$ cat src/rtl/xfr_pkg.sv
package xfr_pkg;

   typedef enum logic [1:0] {
      AK_LOAD  = 2'd0,
      AK_STORE = 2'd1,
      AK_FETCH = 2'd2,
      AK_RSVD  = 2'd3
   } acc_kind_e;

   typedef enum logic [2:0] {
      AC_INT   = 3'd0,
      AC_FLOAT = 3'd1,
      AC_RESV  = 3'd2,
      AC_CACHE = 3'd3,
      AC_EXT   = 3'd4,
      AC_BAD5  = 3'd5,
      AC_BAD6  = 3'd6,
      AC_BAD7  = 3'd7
   } acc_class_e;

   typedef enum logic [1:0] {
      XS_OK     = 2'd0,
      XS_MISS   = 2'd1,
      XS_PROT   = 2'd2,
      XS_NOEXEC = 2'd3
   } xlat_st_e;

   typedef enum logic [3:0] {
      FC_NONE,
      FC_MISS,
      FC_PROT,
      FC_NOEXEC,
      FC_DS_FETCH,
      FC_DS_FLOAT,
      FC_DS_RESV,
      FC_DS_EXT,
      FC_DS_BADCLASS
   } cause_e;

   typedef enum logic [2:0] {
      EX_NONE    = 3'd0,
      EX_FETCH   = 3'd1,
      EX_DATA    = 3'd2,
      EX_ALIGN   = 3'd3,
      EX_PROGRAM = 3'd4
   } exc_class_e;

   // syndrome values (32-bit status word)
   localparam logic [31:0] CODE_NOMAP  = 32'h4000_0000;
   localparam logic [31:0] CODE_PROT   = 32'h0800_0000;
   localparam logic [31:0] CODE_NOEXEC = 32'h1000_0000;
   localparam logic [31:0] STAT_STORE  = 32'h0200_0000;
   localparam logic [31:0] STAT_RESV   = 32'h0400_0000;
   localparam logic [31:0] STAT_EXT    = 32'h0410_0000;

   // segment word bit positions
   localparam int SEG_DS_BIT      = 31;
   localparam int SEG_KEY_SUP_BIT = 30;
   localparam int SEG_KEY_USR_BIT = 29;

   // rights: bit 0 read, bit 1 write, bit 2 execute
   localparam logic [2:0] PROT_ALL  = 3'b111;
   localparam logic [2:0] PROT_RW   = 3'b011;
   localparam logic [2:0] PROT_NONE = 3'b000;

endpackage

$ cat src/rtl/xfr_dstore.sv
module xfr_dstore
   import xfr_pkg::*;
#(
   parameter int ADDR_W       = 32,
   parameter int SEG_W        = 32,
   parameter int BUS_ID_W     = 9,
   parameter int BUS_ID_LSB   = 20,
   parameter logic [BUS_ID_W-1:0] FORCED_BUS_ID = 9'h07F,
   parameter bit HAS_FORCED_IO = 1'b1,
   parameter int FORCED_HI_W  = 4
) (
   input  logic [ADDR_W-1:0] eff_addr,
   input  logic [SEG_W-1:0]  seg_word,
   input  logic              is_fetch,
   input  logic              is_store,
   input  logic              user_mode,
   input  acc_class_e        acc_class,
   output cause_e            ds_cause,
   output logic [ADDR_W-1:0] ds_addr,
   output logic [2:0]        ds_prot
);

   localparam int LOW_W = ADDR_W - FORCED_HI_W;

   logic              forced_hit;
   logic [ADDR_W-1:0] forced_addr;
   logic              key;
   logic              unused_seg;

   assign unused_seg = ^seg_word;

   generate
      if (HAS_FORCED_IO) begin : g_forced
         assign forced_hit  = (seg_word[BUS_ID_LSB +: BUS_ID_W] == FORCED_BUS_ID);
         assign forced_addr = {seg_word[FORCED_HI_W-1:0], eff_addr[LOW_W-1:0]};
      end else begin : g_no_forced
         assign forced_hit  = 1'b0;
         assign forced_addr = '0;
      end
   endgenerate

   assign key = user_mode ? seg_word[SEG_KEY_USR_BIT] : seg_word[SEG_KEY_SUP_BIT];

   always_comb begin
      ds_cause = FC_NONE;
      ds_addr  = '0;
      ds_prot  = PROT_NONE;
      if (forced_hit) begin
         ds_addr = forced_addr;
         ds_prot = PROT_ALL;
      end else if (is_fetch) begin
         ds_cause = FC_DS_FETCH;
      end else begin
         case (acc_class)
            AC_INT: begin
               // loads need a clear key, stores a set key
               if (is_store == key) begin
                  ds_addr = eff_addr;
                  ds_prot = PROT_RW;
               end else begin
                  ds_cause = FC_PROT;
               end
            end
            AC_FLOAT: ds_cause = FC_DS_FLOAT;
            AC_RESV:  ds_cause = FC_DS_RESV;
            AC_CACHE: ds_addr  = eff_addr;
            AC_EXT:   ds_cause = FC_DS_EXT;
            default:  ds_cause = FC_DS_BADCLASS;
         endcase
      end
   end

endmodule

$ cat src/rtl/xfr_encode.sv
module xfr_encode
   import xfr_pkg::*;
#(
   parameter int STAT_W = 32
) (
   input  cause_e            cause,
   input  logic              is_fetch,
   input  logic              is_store,
   output exc_class_e        enc_class,
   output logic [STAT_W-1:0] enc_code,
   output logic [STAT_W-1:0] enc_stat,
   output logic              stat_we,
   output logic              addr_we
);

   logic [STAT_W-1:0] dir_bit;

   assign dir_bit = is_store ? STAT_STORE : '0;

   always_comb begin
      enc_class = EX_NONE;
      enc_code  = '0;
      enc_stat  = '0;
      stat_we   = 1'b0;
      addr_we   = 1'b0;
      if (cause != FC_NONE) begin
         if (is_fetch) begin
            enc_class = EX_FETCH;
            case (cause)
               FC_MISS: enc_code = CODE_NOMAP;
               FC_PROT: enc_code = CODE_PROT;
               default: enc_code = CODE_NOEXEC;
            endcase
         end else begin
            addr_we = 1'b1;
            case (cause)
               FC_MISS: begin
                  enc_class = EX_DATA;
                  enc_stat  = CODE_NOMAP | dir_bit;
                  stat_we   = 1'b1;
               end
               FC_PROT, FC_NOEXEC: begin
                  enc_class = EX_DATA;
                  enc_stat  = CODE_PROT | dir_bit;
                  stat_we   = 1'b1;
               end
               FC_DS_RESV: begin
                  enc_class = EX_DATA;
                  enc_stat  = STAT_RESV | dir_bit;
                  stat_we   = 1'b1;
               end
               FC_DS_EXT: begin
                  enc_class = EX_DATA;
                  enc_stat  = STAT_EXT | dir_bit;
                  stat_we   = 1'b1;
               end
               FC_DS_FLOAT: enc_class = EX_ALIGN;
               default:     enc_class = EX_PROGRAM;
            endcase
         end
      end
   end

endmodule

$ cat src/rtl/xfr_syndrome.sv
module xfr_syndrome #(
   parameter int ADDR_W = 32,
   parameter int STAT_W = 32
) (
   input  logic              clk,
   input  logic              rst_n,
   input  logic              addr_we,
   input  logic              stat_we,
   input  logic [ADDR_W-1:0] addr_in,
   input  logic [STAT_W-1:0] stat_in,
   output logic [ADDR_W-1:0] data_addr_q,
   output logic [STAT_W-1:0] data_stat_q
);

   always_ff @(posedge clk or negedge rst_n) begin
      if (!rst_n) begin
         data_addr_q <= '0;
         data_stat_q <= '0;
      end else begin
         if (addr_we) data_addr_q <= addr_in;
         if (stat_we) data_stat_q <= stat_in;
      end
   end

endmodule

$ cat src/rtl/xlat_fault_report.sv
module xlat_fault_report
   import xfr_pkg::*;
#(
   parameter int ADDR_W       = 32,
   parameter int SEG_W        = 32,
   parameter int STAT_W       = 32,
   parameter int BUS_ID_W     = 9,
   parameter int BUS_ID_LSB   = 20,
   parameter logic [BUS_ID_W-1:0] FORCED_BUS_ID = 9'h07F,
   parameter bit HAS_FORCED_IO = 1'b1,
   parameter int FORCED_HI_W  = 4
) (
   input  logic              clk,
   input  logic              rst_n,
   input  logic              req_valid,
   input  logic [ADDR_W-1:0] eff_addr,
   input  logic [1:0]        acc_kind,
   input  logic [2:0]        acc_class,
   input  logic              user_mode,
   input  logic              relo_fetch_en,
   input  logic              relo_data_en,
   input  logic [SEG_W-1:0]  seg_word,
   input  logic [1:0]        xlat_status,
   input  logic [ADDR_W-1:0] xlat_addr,
   input  logic [2:0]        xlat_prot,
   output logic              rsp_valid,
   output logic [ADDR_W-1:0] real_addr,
   output logic [2:0]        real_prot,
   output logic              exc_pulse,
   output logic [2:0]        exc_class,
   output logic [STAT_W-1:0] exc_code,
   output logic [ADDR_W-1:0] data_addr_q,
   output logic [STAT_W-1:0] data_stat_q
);

   localparam int BUS_ID_MSB = BUS_ID_LSB + BUS_ID_W - 1;

   initial begin
      if (ADDR_W != 32 || STAT_W != 32 || SEG_W != 32)
         $fatal(1, "xlat_fault_report: address, segment and status words must be 32 bits");
      if (BUS_ID_MSB >= SEG_W || FORCED_HI_W >= ADDR_W)
         $fatal(1, "xlat_fault_report: bus-ID field or forced splice out of range");
   end

   acc_kind_e         kind;
   logic              is_fetch;
   logic              is_store;
   logic              real_mode;

   cause_e            ds_cause;
   logic [ADDR_W-1:0] ds_addr;
   logic [2:0]        ds_prot;

   cause_e            n_cause;
   logic [ADDR_W-1:0] n_addr;
   logic [2:0]        n_prot;

   exc_class_e        enc_class;
   logic [STAT_W-1:0] enc_code;
   logic [STAT_W-1:0] enc_stat;
   logic              enc_stat_we;
   logic              enc_addr_we;

   assign kind      = acc_kind_e'(acc_kind);
   assign is_fetch  = (kind == AK_FETCH);
   assign is_store  = (kind == AK_STORE);
   assign real_mode = is_fetch ? !relo_fetch_en : !relo_data_en;

   xfr_dstore #(
      .ADDR_W       (ADDR_W),
      .SEG_W        (SEG_W),
      .BUS_ID_W     (BUS_ID_W),
      .BUS_ID_LSB   (BUS_ID_LSB),
      .FORCED_BUS_ID(FORCED_BUS_ID),
      .HAS_FORCED_IO(HAS_FORCED_IO),
      .FORCED_HI_W  (FORCED_HI_W)
   ) u_dstore (
      .eff_addr (eff_addr),
      .seg_word (seg_word),
      .is_fetch (is_fetch),
      .is_store (is_store),
      .user_mode(user_mode),
      .acc_class(acc_class_e'(acc_class)),
      .ds_cause (ds_cause),
      .ds_addr  (ds_addr),
      .ds_prot  (ds_prot)
   );

   always_comb begin
      n_cause = FC_NONE;
      n_addr  = '0;
      n_prot  = PROT_NONE;
      if (real_mode) begin
         n_addr = eff_addr;
         n_prot = PROT_ALL;
      end else if (seg_word[SEG_DS_BIT]) begin
         n_cause = ds_cause;
         n_addr  = ds_addr;
         n_prot  = ds_prot;
      end else begin
         case (xlat_st_e'(xlat_status))
            XS_OK: begin
               n_addr = xlat_addr;
               n_prot = xlat_prot;
            end
            XS_MISS: n_cause = FC_MISS;
            XS_PROT: n_cause = FC_PROT;
            default: n_cause = FC_NOEXEC;
         endcase
      end
   end

   xfr_encode #(
      .STAT_W(STAT_W)
   ) u_encode (
      .cause    (n_cause),
      .is_fetch (is_fetch),
      .is_store (is_store),
      .enc_class(enc_class),
      .enc_code (enc_code),
      .enc_stat (enc_stat),
      .stat_we  (enc_stat_we),
      .addr_we  (enc_addr_we)
   );

   xfr_syndrome #(
      .ADDR_W(ADDR_W),
      .STAT_W(STAT_W)
   ) u_syndrome (
      .clk        (clk),
      .rst_n      (rst_n),
      .addr_we    (req_valid & enc_addr_we),
      .stat_we    (req_valid & enc_stat_we),
      .addr_in    (eff_addr),
      .stat_in    (enc_stat),
      .data_addr_q(data_addr_q),
      .data_stat_q(data_stat_q)
   );

   always_ff @(posedge clk or negedge rst_n) begin
      if (!rst_n) begin
         rsp_valid <= 1'b0;
         exc_pulse <= 1'b0;
         exc_class <= EX_NONE;
         exc_code  <= '0;
         real_addr <= '0;
         real_prot <= PROT_NONE;
      end else begin
         rsp_valid <= req_valid;
         exc_pulse <= req_valid && (n_cause != FC_NONE);
         exc_class <= req_valid ? enc_class : EX_NONE;
         exc_code  <= req_valid ? enc_code : '0;
         if (req_valid) begin
            real_addr <= n_addr;
            real_prot <= n_prot;
         end
      end
   end

endmodule

$ cat config.mk
export PLATFORM = sky130hd
export DESIGN_NAME = xlat_fault_report
export DESIGN_NICKNAME = d
export VERILOG_FILES = /design/src/rtl/xfr_pkg.sv /design/src/rtl/xfr_dstore.sv /design/src/rtl/xfr_encode.sv /design/src/rtl/xfr_syndrome.sv /design/src/rtl/xlat_fault_report.sv
export SDC_FILE = /design/constraint.sdc
export NUM_CORES = 1
export LEC_CHECK = 0
export ABC_AREA = 0
export BUFFER_PORTS_ARGS = -buffer_cell sky130_fd_sc_hd__buf_4
export CORE_MARGIN = 10
export CORE_UTILIZATION = 44
export DETAILED_ROUTE_END_ITERATION = 16
export PLACE_DENSITY = 0.81
export SETUP_SLACK_MARGIN = 0.5
export SLEW_MARGIN = 30
export SYNTH_ARGS = -nofsm -noshare
export SYNTH_HDL_FRONTEND = slang
export SYNTH_SLANG_ARGS = --single-unit
$ cat constraint.sdc
create_clock -name clk -period 1.1 [get_ports clk]
set_input_delay 0.055 -clock clk [delete_from_list [all_inputs] [get_ports clk]]
set_output_delay 0.055 -clock clk [all_outputs]
set_load 0.01 [all_outputs]
==> metrics.md <==
| Metric | Value |
|---|---|
| Most common cell in the netlist | dfrtp_1 |
| #FFs+latches synth | 80 |
| Final Hold Slack | -275 ps |
| Max Cap Viol | 0 |
| Synth Area in XOR/XNOR | 0.425% |
| Worst Hold Class | in2async |
| Pwr per Cell Area | 1390 mW/mm2 |
| Antenna violations before repair | 0 |
| Remaining antenna violation count after routing | 0 |
| Simple-Gate Fraction of Synth Area | 10.8% |
| Port Buffers | 175 |
| Final setup violation count | 78 |
| Total gr overflow | 0 |
| Outcome | finished with violations |
| H-tree levels | 3 |
| Worst Skew | 0 ps |
| Ant diodes | 0 |
| Synth top cells by count | 80 x dfrtp_1, 56 x buf_4, 30 x mux2_4, 30 x nor2b_1, 28 x a221o_1 |
| Core Area | 0.00920 mm2 |
| Unique masters post-synth | 53 |
| Reg2reg path depth | 2 |
| Max Slew Vio Count | 0 |
| Global-route wire length before repair | 23,000 um |
| Cells after synthesis | 336 |
| Nets | 718 |
| Setup CP Type | in2reg |
| Final Cycle Share | 144% |
| Synth Cell Area | 0.00412 mm2 |
| DRC viols | 0 |
| Static Leak | 3.47 nW |
| Std cell rows | 35 |
| Adder-Cell Fraction of Synth Area | 0% |
| CP arrival | 1800 ps |
| Synthesized area per cell | 12.3 um2 |
| Tmin final | 1580 ps |
| Sinks on Clock Net | 80 |
| YS warnings | 0 |
| Multiplexer area fraction after synthesis | 12.3% |
| Worst Setup Start Kind | primary input |
| Area Overhead vs Synth | 71.4% |
| Hold_buf cts | 2 |
| Layout cells sized above 1 | 58.8% |
| Reg2reg end | real_addr[21] |
| Crit-path max FO | 5 |
| Main combinational cell family by area after synthesis | compound AO/OA/AOI/OAI gates |
| Critical Path RT | 1310 ps |
| Synth top area cells | dfrtp_1 49%, mux2_4 11%, buf_4 10% |
| Starting Density | 44.8% |
| Fmax | 631 MHz |
| Initial DRC count | 315 |
| Filler Cell Count | 519 |
| Maximum vdd ir drop | 801 uV |
| DRT Pass-1 Iters | 4 |
| Setup WS post-layout | -484 ps |
| TritonCTS buffer count | 9 |
| Sequential area share after synthesis | 48.6% |
| Clock Latency Late Sink | 320 ps |
| DP Area | 0.00563 mm2 |
| HPWL after DPL | 10,100 um |
| Failing checks | hold timing, setup timing |
| Ys async rst share | 100% |
| Vias per cell | 5.15 |
| Ports | 248 |
| Routed WL per cell | 22.5 um |
| Routed via count | 3,716 |
| Nature of the critical path endpoint | register |
| Dominant cell type by area after synthesis | dfrtp_1 |
| Die width | 117 um |
| Fin area | 0.00706 mm2 |
| Global Route Usage Sum | 21.8% |
| R2R Setup Slk | 110 ps |
| Reg-to-reg critical path startpoint | real_addr[21] |
| Gpl congestion | 0.866 |
| CTS tree | done |
| Largest net degree at the start of global routing | 81 |
| Final Hold Vio Count | 142 |
| Vias in the first global route | 4,061 |
| CTS root buf | clkbuf_8 |
| Buffer depth of the longest clock path | 2 |
| Die H | 117 um |
| Clock Pin Slew Worst Setup and Hold Paths | 90 ps |
| Number of synthesized flops with an enable pin | 0 |
| Post-synthesis compound-gate area fraction | 14.4% |
| RSZ-0062 raised after global routing | true |
| TNS Setup | -29,150 ps |
| Die ar. | 0.0136 mm2 |
| Share of the synthesized area in the top cell type | 48.6% |
| Post-synth top flop | dfrtp_1 |
| Final core utilization | 76.8% |
| WL final | 16,200 um |
[logic make-up (layout without fill, tap and decap cells)]
kind of cell              Yosys count  count (layout)
other                               1              56
and+or+nand+nor                    76              76
muxes                              35              35
AOI/OAI and AO/OA                  68              69
buffers and inverters              74             293
xor gates and xnor gates            2               2
DFF                                80              80
[worst max-delay path: stages]
cell and delay [ps]:
buf_6 90, and4bb_1 310, nand4_1 160, buf_4 190, o311ai_4 70, o311ai_4 160, nor2b_4 170, buf_6 130
clkbuf_16 160, mux2_4 300
[sequential cells by signal, indices dropped and copies added (netlist names)]
signal and flops:
exc_class 3, exc_code 3, exc_pulse 1, real_addr 32
real_prot 3, rsp_valid 1, u_syndrome.data_addr_q 32, u_syndrome.data_stat_q 5
[layout make-up]
type / count / area, um2 / area share [%]
clock buffer: 11 / 141 / 2.00
clock inverter: 5 / 40.0 / 0.567
inverter: 2 / 7.51 / 0.106
multi-input combinational: 238 / 2080 / 29.4
sequential: 80 / 2000 / 28.4
tap: 111 / 139 / 1.97
timing repair buffer: 275 / 2660 / 37.6
[metal layers]
metal	vias up	part of all wire, %	track usage (%)
li1	1641	-	-
met1	1823	36	24.5
met2	225	52	39.2
met3	27	10	6.98
met4	0	2.0	5.35
met5	-	0	0
[stage by stage]
step | hold WS [ps] | total power [mW] | setup WS [ps] | std cells
after floorplan | -241 | 5.19 | -585 | 391
after global placement | 109 | 6.48 | -857 | 641
after detailed placement | 114 | 6.55 | -891 | 641
after CTS | -269 | 9.49 | -395 | 705
after global routing | -253 | 10.2 | -512 | 722
final | -275 | 9.79 | -484 | 722
[cells in the final DEF (no fill, tap or decap), types with 2 or more instances in the layout]
cell / synthesis / routed
xnor2_4: 0 / 2
or2_1: 4 / 4
buf_16: 0 / 3
buf_6: 2 / 100
a21oi_1: 6 / 5
conb_1: 1 / 56
dlygate4sd3_1: 0 / 2
a32o_1: 2 / 2
a22oi_1: 4 / 4
a22o_1: 5 / 5
a221o_1: 28 / 28
nor2_4: 1 / 4
o21ai_1: 0 / 4
buf_12: 2 / 6
clkbuf_16: 0 / 3
nor2b_1: 30 / 30
buf_4: 56 / 158
inv_1: 2 / 2
and2_4: 0 / 3
a21boi_4: 0 / 2
clkbuf_8: 0 / 10
nand2_1: 10 / 10
buf_8: 1 / 3
nor2_1: 10 / 8
nor3_2: 1 / 3
and3_4: 0 / 2
o311ai_4: 0 / 2
a21boi_2: 1 / 2
mux2i_4: 0 / 2
mux2_4: 30 / 33
dfrtp_1: 80 / 80
clkinvlp_4: 0 / 3
o211ai_1: 3 / 3
[timing repair]
action,4_1_cts,5_1_grt
endpoints found under the hold margin,147,143
endpoints found under the setup margin,159,159
buffers inserted,41,15
pin swaps,32,30
resized for setup,124,23
cloned,5,2
[power breakdown]
part / total (mW) / switching [mW] / internal [mW]
combinational: 3.96 / 1.49 / 2.47
sequential: 3.84 / 0.405 / 3.43
clock: 2.00 / 1.10 / 0.895
total: 9.79 / 3.00 / 6.80
[worst max path at each step]
stage	start	end	slack, ps	cells after the start
floorplan	acc_class[0]	u_syndrome.data_addr_q[0]	-580	9
global placement	acc_kind[0]	real_addr[13]	-860	7
detailed placement	acc_kind[0]	real_addr[4]	-890	7
CTS	acc_kind[0]	u_syndrome.data_addr_q[4]	-400	9
global route	seg_word[27]	u_syndrome.data_addr_q[13]	-510	10
finish	seg_word[27]	u_syndrome.data_addr_q[17]	-480	10
Power figures use the tool's default switching activity.
